`src/rtl/gp_timer.sv`:
```
module gp_timer #(
  parameter int CW = 16
) (
  input  logic          clk,
  input  logic          rst_n,
  input  logic [2:0]    bus_addr,
  input  logic          bus_wr,
  input  logic [CW-1:0] bus_wdata,
  output logic [CW-1:0] bus_rdata,
  input  logic          ext_in,
  output logic          cmp_out,
  output logic          irq
);

  localparam int CTW = 9;
  localparam int STW = 3;
  localparam logic [1:0] M_OFF = 2'd0;
  localparam logic [1:0] M_CAP = 2'd1;
  localparam logic [1:0] M_CMP = 2'd2;
  localparam logic [1:0] M_EVT = 2'd3;
  localparam logic [2:0] A_CTRL = 3'd0;
  localparam logic [2:0] A_CNT  = 3'd1;
  localparam logic [2:0] A_REF  = 3'd2;
  localparam logic [2:0] A_CAP  = 3'd3;
  localparam logic [2:0] A_ST   = 3'd4;
  localparam logic [CW-1:0] ONE = CW'(1);

  logic [CTW-1:0] ctrl;
  logic [CW-1:0]  cnt, refv, cap;
  logic [STW-1:0] st, clr;
  logic [2:0]     sync;
  logic           out_q;
  logic [1:0]     mode;
  logic           edge_hit, adv, ld, wrap, hit, capev;

  assign mode     = ctrl[1:0];
  assign edge_hit = (sync[1] & ~sync[2] & ctrl[2]) | (~sync[1] & sync[2] & ctrl[3]);
  assign adv      = (mode == M_CAP) || (mode == M_CMP) || (mode == M_EVT && edge_hit);
  assign ld       = bus_wr && bus_addr == A_CNT;
  assign wrap     = adv && !ld && cnt == '1;
  assign hit      = mode == M_CMP && cnt == refv;
  assign capev    = mode == M_CAP && edge_hit;
  assign clr      = (bus_wr && bus_addr == A_ST) ? bus_wdata[STW-1:0] : '0;
  assign cmp_out  = out_q & ctrl[5];
  assign irq      = |(st & ctrl[8:6]);

  always_ff @(posedge clk) begin
    if (!rst_n) begin
      ctrl  <= '0;
      refv  <= '0;
      cnt   <= '0;
      cap   <= '0;
      st    <= '0;
      sync  <= '0;
      out_q <= 1'b0;
    end else begin
      sync <= {sync[1:0], ext_in};
      if (bus_wr && bus_addr == A_CTRL) ctrl <= bus_wdata[CTW-1:0];
      if (bus_wr && bus_addr == A_REF)  refv <= bus_wdata;
      if (ld)       cnt <= bus_wdata;
      else if (adv) cnt <= cnt + ONE;
      if (capev) cap <= cnt;
      if (hit)            out_q <= ctrl[4] ? ~out_q : 1'b1;
      else if (!ctrl[4])  out_q <= 1'b0;
      st <= (st & ~clr) | {wrap, hit, capev};
    end
  end

  always_comb begin
    case (bus_addr)
      A_CTRL:  bus_rdata = {{(CW-CTW){1'b0}}, ctrl};
      A_CNT:   bus_rdata = cnt;
      A_REF:   bus_rdata = refv;
      A_CAP:   bus_rdata = cap;
      A_ST:    bus_rdata = {{(CW-STW){1'b0}}, st};
      default: bus_rdata = '0;
    endcase
  end


  off_hold_chk: assert property (@(posedge clk) disable iff (!rst_n)
    (mode == M_OFF && !ld) |=> $stable(cnt));


  ovf_set_chk: assert property (@(posedge clk) disable iff (!rst_n)
    (adv && !ld && cnt == '1) |=> (cnt == '0 && st[2]));


  cap_latch_chk: assert property (@(posedge clk) disable iff (!rst_n)
    capev |=> (cap == $past(cnt) && st[0]));


  cmp_set_chk: assert property (@(posedge clk) disable iff (!rst_n)
    hit |=> st[1]);


  evt_hold_chk: assert property (@(posedge clk) disable iff (!rst_n)
    (mode == M_EVT && !edge_hit && !ld) |=> $stable(cnt));


  cap_ro_chk: assert property (@(posedge clk) disable iff (!rst_n)
    !capev |=> $stable(cap));

endmodule

```
`config.mk`:
```
export PLATFORM = sky130hd
export DESIGN_NAME = gp_timer
export DESIGN_NICKNAME = d
export VERILOG_FILES = /design/src/rtl/gp_timer.sv
export SDC_FILE = /design/constraint.sdc
export NUM_CORES = 1
export LEC_CHECK = 0
export CORE_ASPECT_RATIO = 2
export CORE_MARGIN = 5
export CORE_UTILIZATION = 50
export CTS_CLUSTER_SIZE = 14
export DETAILED_ROUTE_END_ITERATION = 10
export DONT_BUFFER_PORTS = 1
export PLACE_DENSITY = 0.74
export SLEW_MARGIN = 30
export SYNTH_ARGS = -nofsm -noshare
export SYNTH_HDL_FRONTEND = slang
export SYNTH_SLANG_ARGS = --single-unit
```
`constraint.sdc`:
```
create_clock -name clk -period 1.5 [get_ports clk]
set_input_delay 0.225 -clock clk [delete_from_list [all_inputs] [get_ports clk]]
set_output_delay 0.225 -clock clk [all_outputs]
set_load 0.05 [all_outputs]
```
# Word level (Yosys, flattened, before mapping)

Cells that the tools add are included.

Equality and inequality tests: 10
Multiplexer cells: 7
Add/subtract/negate cells: 1
Reduce and logical (&&, ||, !) cells: 15
Bitwise logic cells: 13

Operators with widths:

| cell                                                                  | count |
|---|---|
| 16-bit one-hot mux with 5 select lines                                | 1 |
| 16-bit two-way mux                                                    | 2 |
| 16-bit by 1-bit adder with 16-bit output, second input constant       | 1 |
| 16-bit equality test                                                  | 1 |
| 16-bit equality test, second input constant                           | 1 |
| 1-bit logical AND                                                     | 9 |
| 3-bit bitwise AND                                                     | 2 |
| 3-bit by 2-bit equality test with 1-bit output, second input constant | 2 |
| 1-bit bitwise AND                                                     | 5 |
| 2-bit equality test, second input constant                            | 2 |
| 3-bit by 1-bit equality test with 1-bit output, second input constant | 1 |
| 3-bit equality test, second input constant                            | 1 |
| 3-bit logical NOT                                                     | 1 |
| 1-bit two-way mux                                                     | 3 |
| 3-bit two-way mux                                                     | 1 |
| 1-bit NOT                                                             | 3 |
| 3-bit NOT                                                             | 1 |
| 3-bit OR                                                              | 1 |
| 3-bit OR reduction                                                    | 1 |
| 2-bit by 1-bit equality test with 1-bit output, second input constant | 1 |
| 1-bit logical OR                                                      | 2 |
| 2-bit by 1-bit != test with 1-bit output, second input constant       | 1 |
| 2-bit nonzero test                                                    | 1 |
| 1-bit logical NOT                                                     | 1 |
| 1-bit OR                                                              | 1 |

Flip-flop bits (word level): 64
Output and inout bits: 18
Logic and storage cells: 53

# Logic depth before layout (Yosys ltp)

Depth after elaboration: 9
Depth in mapped cells: 7
Mapped depth without buffers: 5

# Worst setup path after synthesis

Ideal clock, no wire load.

Path kind: input-to-output
From: input port bus_addr[1]
To: output port bus_rdata[10]
Data arrival time: 1.655 ns
Stages on the path: 5
Slack: -0.380 ns
Path buffers: 3
Path through: buf_2 > buf_2 > clkbuf_1 > a22oi_1 > nor2_1

Word-level cells in the longest chain between the ends: 2
Elaborated cells between the ends (all ways): 6

Ends and longest elaborated chain:

| what                                              | line | text |
|---|---|---|
| from (decl)                                       | 6    | `input logic [2:0] bus_addr,` |
| 3-bit equality test, or another cell as far along | 70   | `case (bus_addr)` |
| 16-bit one-hot mux with 5 select lines *          | 70   |  |
| to (decl)                                         | 9    | `output logic [CW-1:0] bus_rdata,` |

Mark *: on every way between the ends. The rest lies on a longest branch, timed or not.

# Worst setup path in the final report

From: register cnt[5]
To: register out_q

Word-level cells in the longest chain between the ends: 3
Elaborated cells between the ends (all ways): 4

Ends and longest elaborated chain:

| what                                                                                                  | line | text |
|---|---|---|
| from (decl)                                                                                           | 29   | `logic [CW-1:0] cnt, refv, cap;` |
| from (signal assigned)                                                                                | 60   | `if (ld) cnt <= bus_wdata;` |
| from (signal assigned)                                                                                | 61   | `else if (adv) cnt <= cnt + ONE;` |
| 16-bit equality test *                                                                                | 41   | `assign hit = mode == M_CMP && cnt == refv;` |
| 1-bit logical AND *                                                                                   | 41   |  |
| 2-bit by 1-bit != test with 1-bit output (no source line) / 1-bit two-way mux (equally long branches) | n/a  |  |
| to (signal assigned)                                                                                  | 63   | `if (hit) out_q <= ctrl[4] ? ~out_q : 1'b1;` |
| to (decl)                                                                                             | 32   | `logic out_q;` |

Marks and branches as above.
A chain may end at the register's enable or synchronous reset.

==> impl_metrics.env <==
export IMPL_outcome="finished with violations"
export IMPL_violations="negative setup slack"
export IMPL_io_buffers=0
export IMPL_crit_start="cnt[5]"
export IMPL_synth_seq_area_share_pct=36.7
export IMPL_seq_power_share_pct=38.7
export IMPL_wl_um=13400
export IMPL_pin_count=41
export IMPL_min_path_type="in2reg"
export IMPL_dp_hpwl_um=7780
export IMPL_fillers=441
export IMPL_max_freq_mhz=555
export IMPL_grt_max_degree=34
export IMPL_max_slew_margin_pct=59.2
export IMPL_first_pass_iters=7
export IMPL_tightest_slew_ns=0.610
export IMPL_critical_path_required_ns=1.77
export IMPL_cts_max_path_buffers=2
export IMPL_grt_pass1_vias=3801
export IMPL_r2r_cells=6
export IMPL_final_layout_size_suffix_gt1_share_pct=46.8
export IMPL_antenna_cells=0
export IMPL_crit_end="out_q"
export IMPL_drc=0
export IMPL_yosysWarnings=0
export IMPL_vias_per_cell=6.31
export IMPL_gp_congestion=1.00
export IMPL_syn_nets=429
export IMPL_grt_first_pass_wirelength_um=20500
export IMPL_timing_final_crit_share_pct=120
export IMPL_start_util_pct=50.7
export IMPL_clkSlewWorstSetupHoldPaths_ns=0.06
export IMPL_final_setup_viol_count=37
export IMPL_grt_usage_pct=30.5
export IMPL_cts_buffers=9
export IMPL_regToRegStartpoint="cnt[5]"
export IMPL_ir_worst_vdd_mv=0.804
export IMPL_startpoint_type="flop"
export IMPL_die_area_mm2=0.00885
export IMPL_synth_distinct_cells=48
export IMPL_pre_cts_slack_ns=-0.248
export IMPL_p_clk_share_pct=50.9
export IMPL_syn_inst=402
export IMPL_grt_remaining_overflow=0
export IMPL_drv_cap=0
export IMPL_swShare_pct=22.9
export IMPL_num_nets_final=501
export IMPL_hold_viol_final=0
export IMPL_rrSetupSlack_ns=-0.30
export IMPL_drt_iter0_drc=409
export IMPL_power_density_mw_per_mm2=875
export IMPL_wl_per_cell_um=23.6
export IMPL_cts_sinks=64
export IMPL_total_power_w=0.00457
export IMPL_path_max_fanout=3
export IMPL_min_period_ns=1.80
export IMPL_ys_flop_type="dfxtp_1"
export IMPL_core_mm2=0.00689
export IMPL_fin_skew_ns=0.00791
export IMPL_yosys_register_bits=64
export IMPL_async_flop_share_pct=0
export IMPL_p_comb_share_pct=10.4
export IMPL_setup_slack_ns=-0.303
export IMPL_path_class="reg2reg"
export IMPL_end_kind="flop"
export IMPL_hold_path_depth=2
export IMPL_antenna_found_initial=0
export IMPL_syn_area_mm2=0.00349
export IMPL_leakagePower_nw=1.97
export IMPL_multiInputGateArea_mm2=0.00248
export IMPL_r2r_end="out_q"
export IMPL_fp_dieW_um=69.1
export IMPL_synth_edff_count=0
export IMPL_internal_power_w=0.00352
export IMPL_cts_root_buffer="clkbuf_16"
export IMPL_clk_latency_ns=0.34
export IMPL_worstPathArrival_ns=2.07
export IMPL_syn2layout_area_growth_pct=49.8
export IMPL_seq_area_mm2=0.00133
export IMPL_switchingPower_w=0.00105
export IMPL_die_h_um=128
export IMPL_rows=43
export IMPL_avgSynthCellArea_um2=8.68
export IMPL_h_tree_depth=3
export IMPL_rsz0062_at_grt="yes"
export IMPL_ant_nets=0
export IMPL_cts_tree="built"
export IMPL_num_vias=3589
export IMPL_report_final_slew_viol_count=0
[synth_stat cells, types with 4 or more instances]
cell type / number / area share [%]
nand2_1: 69 / 7.4
dfxtp_1: 64 / 37
a21oi_1: 47 / 6.7
nor2_1: 25 / 2.7
xnor2_1: 22 / 5.5
mux2i_1: 17 / 4.9
o21ai_0: 15 / 2.2
a22oi_1: 13 / 2.8
clkbuf_1: 13 / 1.4
mux2_2: 10 / 3.2
nor2b_1: 10 / 1.8
buf_6: 9 / 2.9
nand3_1: 8 / 1.1
xor2_1: 8 / 2.0
buf_2: 6 / 0.86
and2_1: 5 / 0.90
mux4_2: 5 / 3.2
nand4_1: 5 / 0.90
ha_1: 4 / 1.4
o22ai_1: 4 / 0.72
[power groups by stage]
stage                     clock network, W  logic, W  registers [W]
after floorplan                          0  0.000300        0.00179
after global placement                   0  0.000348        0.00180
after detailed placement                 0  0.000355        0.00181
after CTS                          0.00232  0.000424        0.00176
after global routing               0.00240  0.000496        0.00177
final                              0.00232  0.000477        0.00177
[per-stage QoR]
step,setup TNS [ns],util [%],std cells,cell area (um2),hold slack (ns)
finish,-6.02,75.9,569,5230,0.00785
global route,-8.15,75.9,569,5230,0.0207
CTS,-4.28,73.2,563,5040,0.00390
detailed placement,-1.16,61.4,526,4230,0.353
global placement,-0.835,61.4,526,4230,0.353
floorplan,-0.961,-,402,3720,0.351
[area by class of cell]
| type | count | area share (%) |
|---|---|---|
| clock buffers | 15 | 5.89 |
| clock inverters | 1 | 0.575 |
| inverters | 4 | 0.287 |
| multi-input cells | 302 | 47.5 |
| flip-flops and latches | 64 | 25.4 |
| well taps | 90 | 2.16 |
| repair buffers | 93 | 18.2 |
[kinds of logic (layout without fill, tap and decap cells)]
family,count (synthesis),count (layout),synth area share [%]
XOR/XNOR,30,30,7.53
AO/OA/AOI/OAI,94,95,16.7
flip-flops,64,64,36.7
AND/OR/NAND/NOR,140,140,19.0
multiplexers,33,33,12.1
buffers and inverters,37,113,6.46
adder cells (fa/ha/maj),4,4,1.43
[routing by layer]
metal | vias up | global-route usage [%] | part of all wire, %
met5 | - | 0 | 0
met4 | 0 | 27.6 | 10
met3 | 109 | 8.08 | 6.9
met2 | 237 | 53.5 | 52
met1 | 1691 | 28.2 | 31
li1 | 1552 | - | -
[timing repair]
item	4_1_cts	5_1_grt
pin swaps	38	28
resized for setup	83	31
endpoints found under the hold margin	0	0
cloned	1	0
setup endpoints to repair	31	36
hold buffers	0	0
setup buffers	20	6
[state kept, by name, summed over array words and instances (netlist names)]
register	flops
cap	16
cnt	16
ctrl	9
out_q	1
refv	16
st	3
sync	3
[how the worst min path moves through the flow]
stage / from / slack, ns / end
after floorplan: bus_wdata[1] / 0.35 / ctrl[1]
final: bus_wdata[3] / 0.008 / ctrl[3]
after global placement: rst_n / 0.35 / sync[0]
after detailed placement: rst_n / 0.35 / sync[0]
after CTS: rst_n / 0.004 / sync[0]
after global routing: bus_wdata[15] / 0.02 / refv[15]
[critical path: stages, from the launching register on]
cell and delay, ns:
dfxtp_4 0.35, buf_6 0.12, xnor2_2 0.14, nand4_1 0.17, or2_4 0.28, or4_1 0.51, a21oi_1 0.16
[cell usage in the layout, fill, tap and decap left out, types with 6 or more instances in the layout]
cell type	netlist	layout
clkbuf_16	0	9
xnor2_2	0	6
dfxtp_2	0	20
nor2_1	25	18
nand2_1	69	64
nand3_1	8	6
mux2i_1	17	17
a22oi_2	0	11
xor2_1	8	8
clkbuf_8	0	6
nor2b_4	0	6
buf_6	9	22
a21oi_1	47	40
dfxtp_1	64	38
nor2_4	0	7
xnor2_1	22	16
buf_4	3	57
buf_12	0	13
mux4_2	5	6
dfxtp_4	0	6
o21ai_0	15	15
Power figures use the tool's default switching activity.
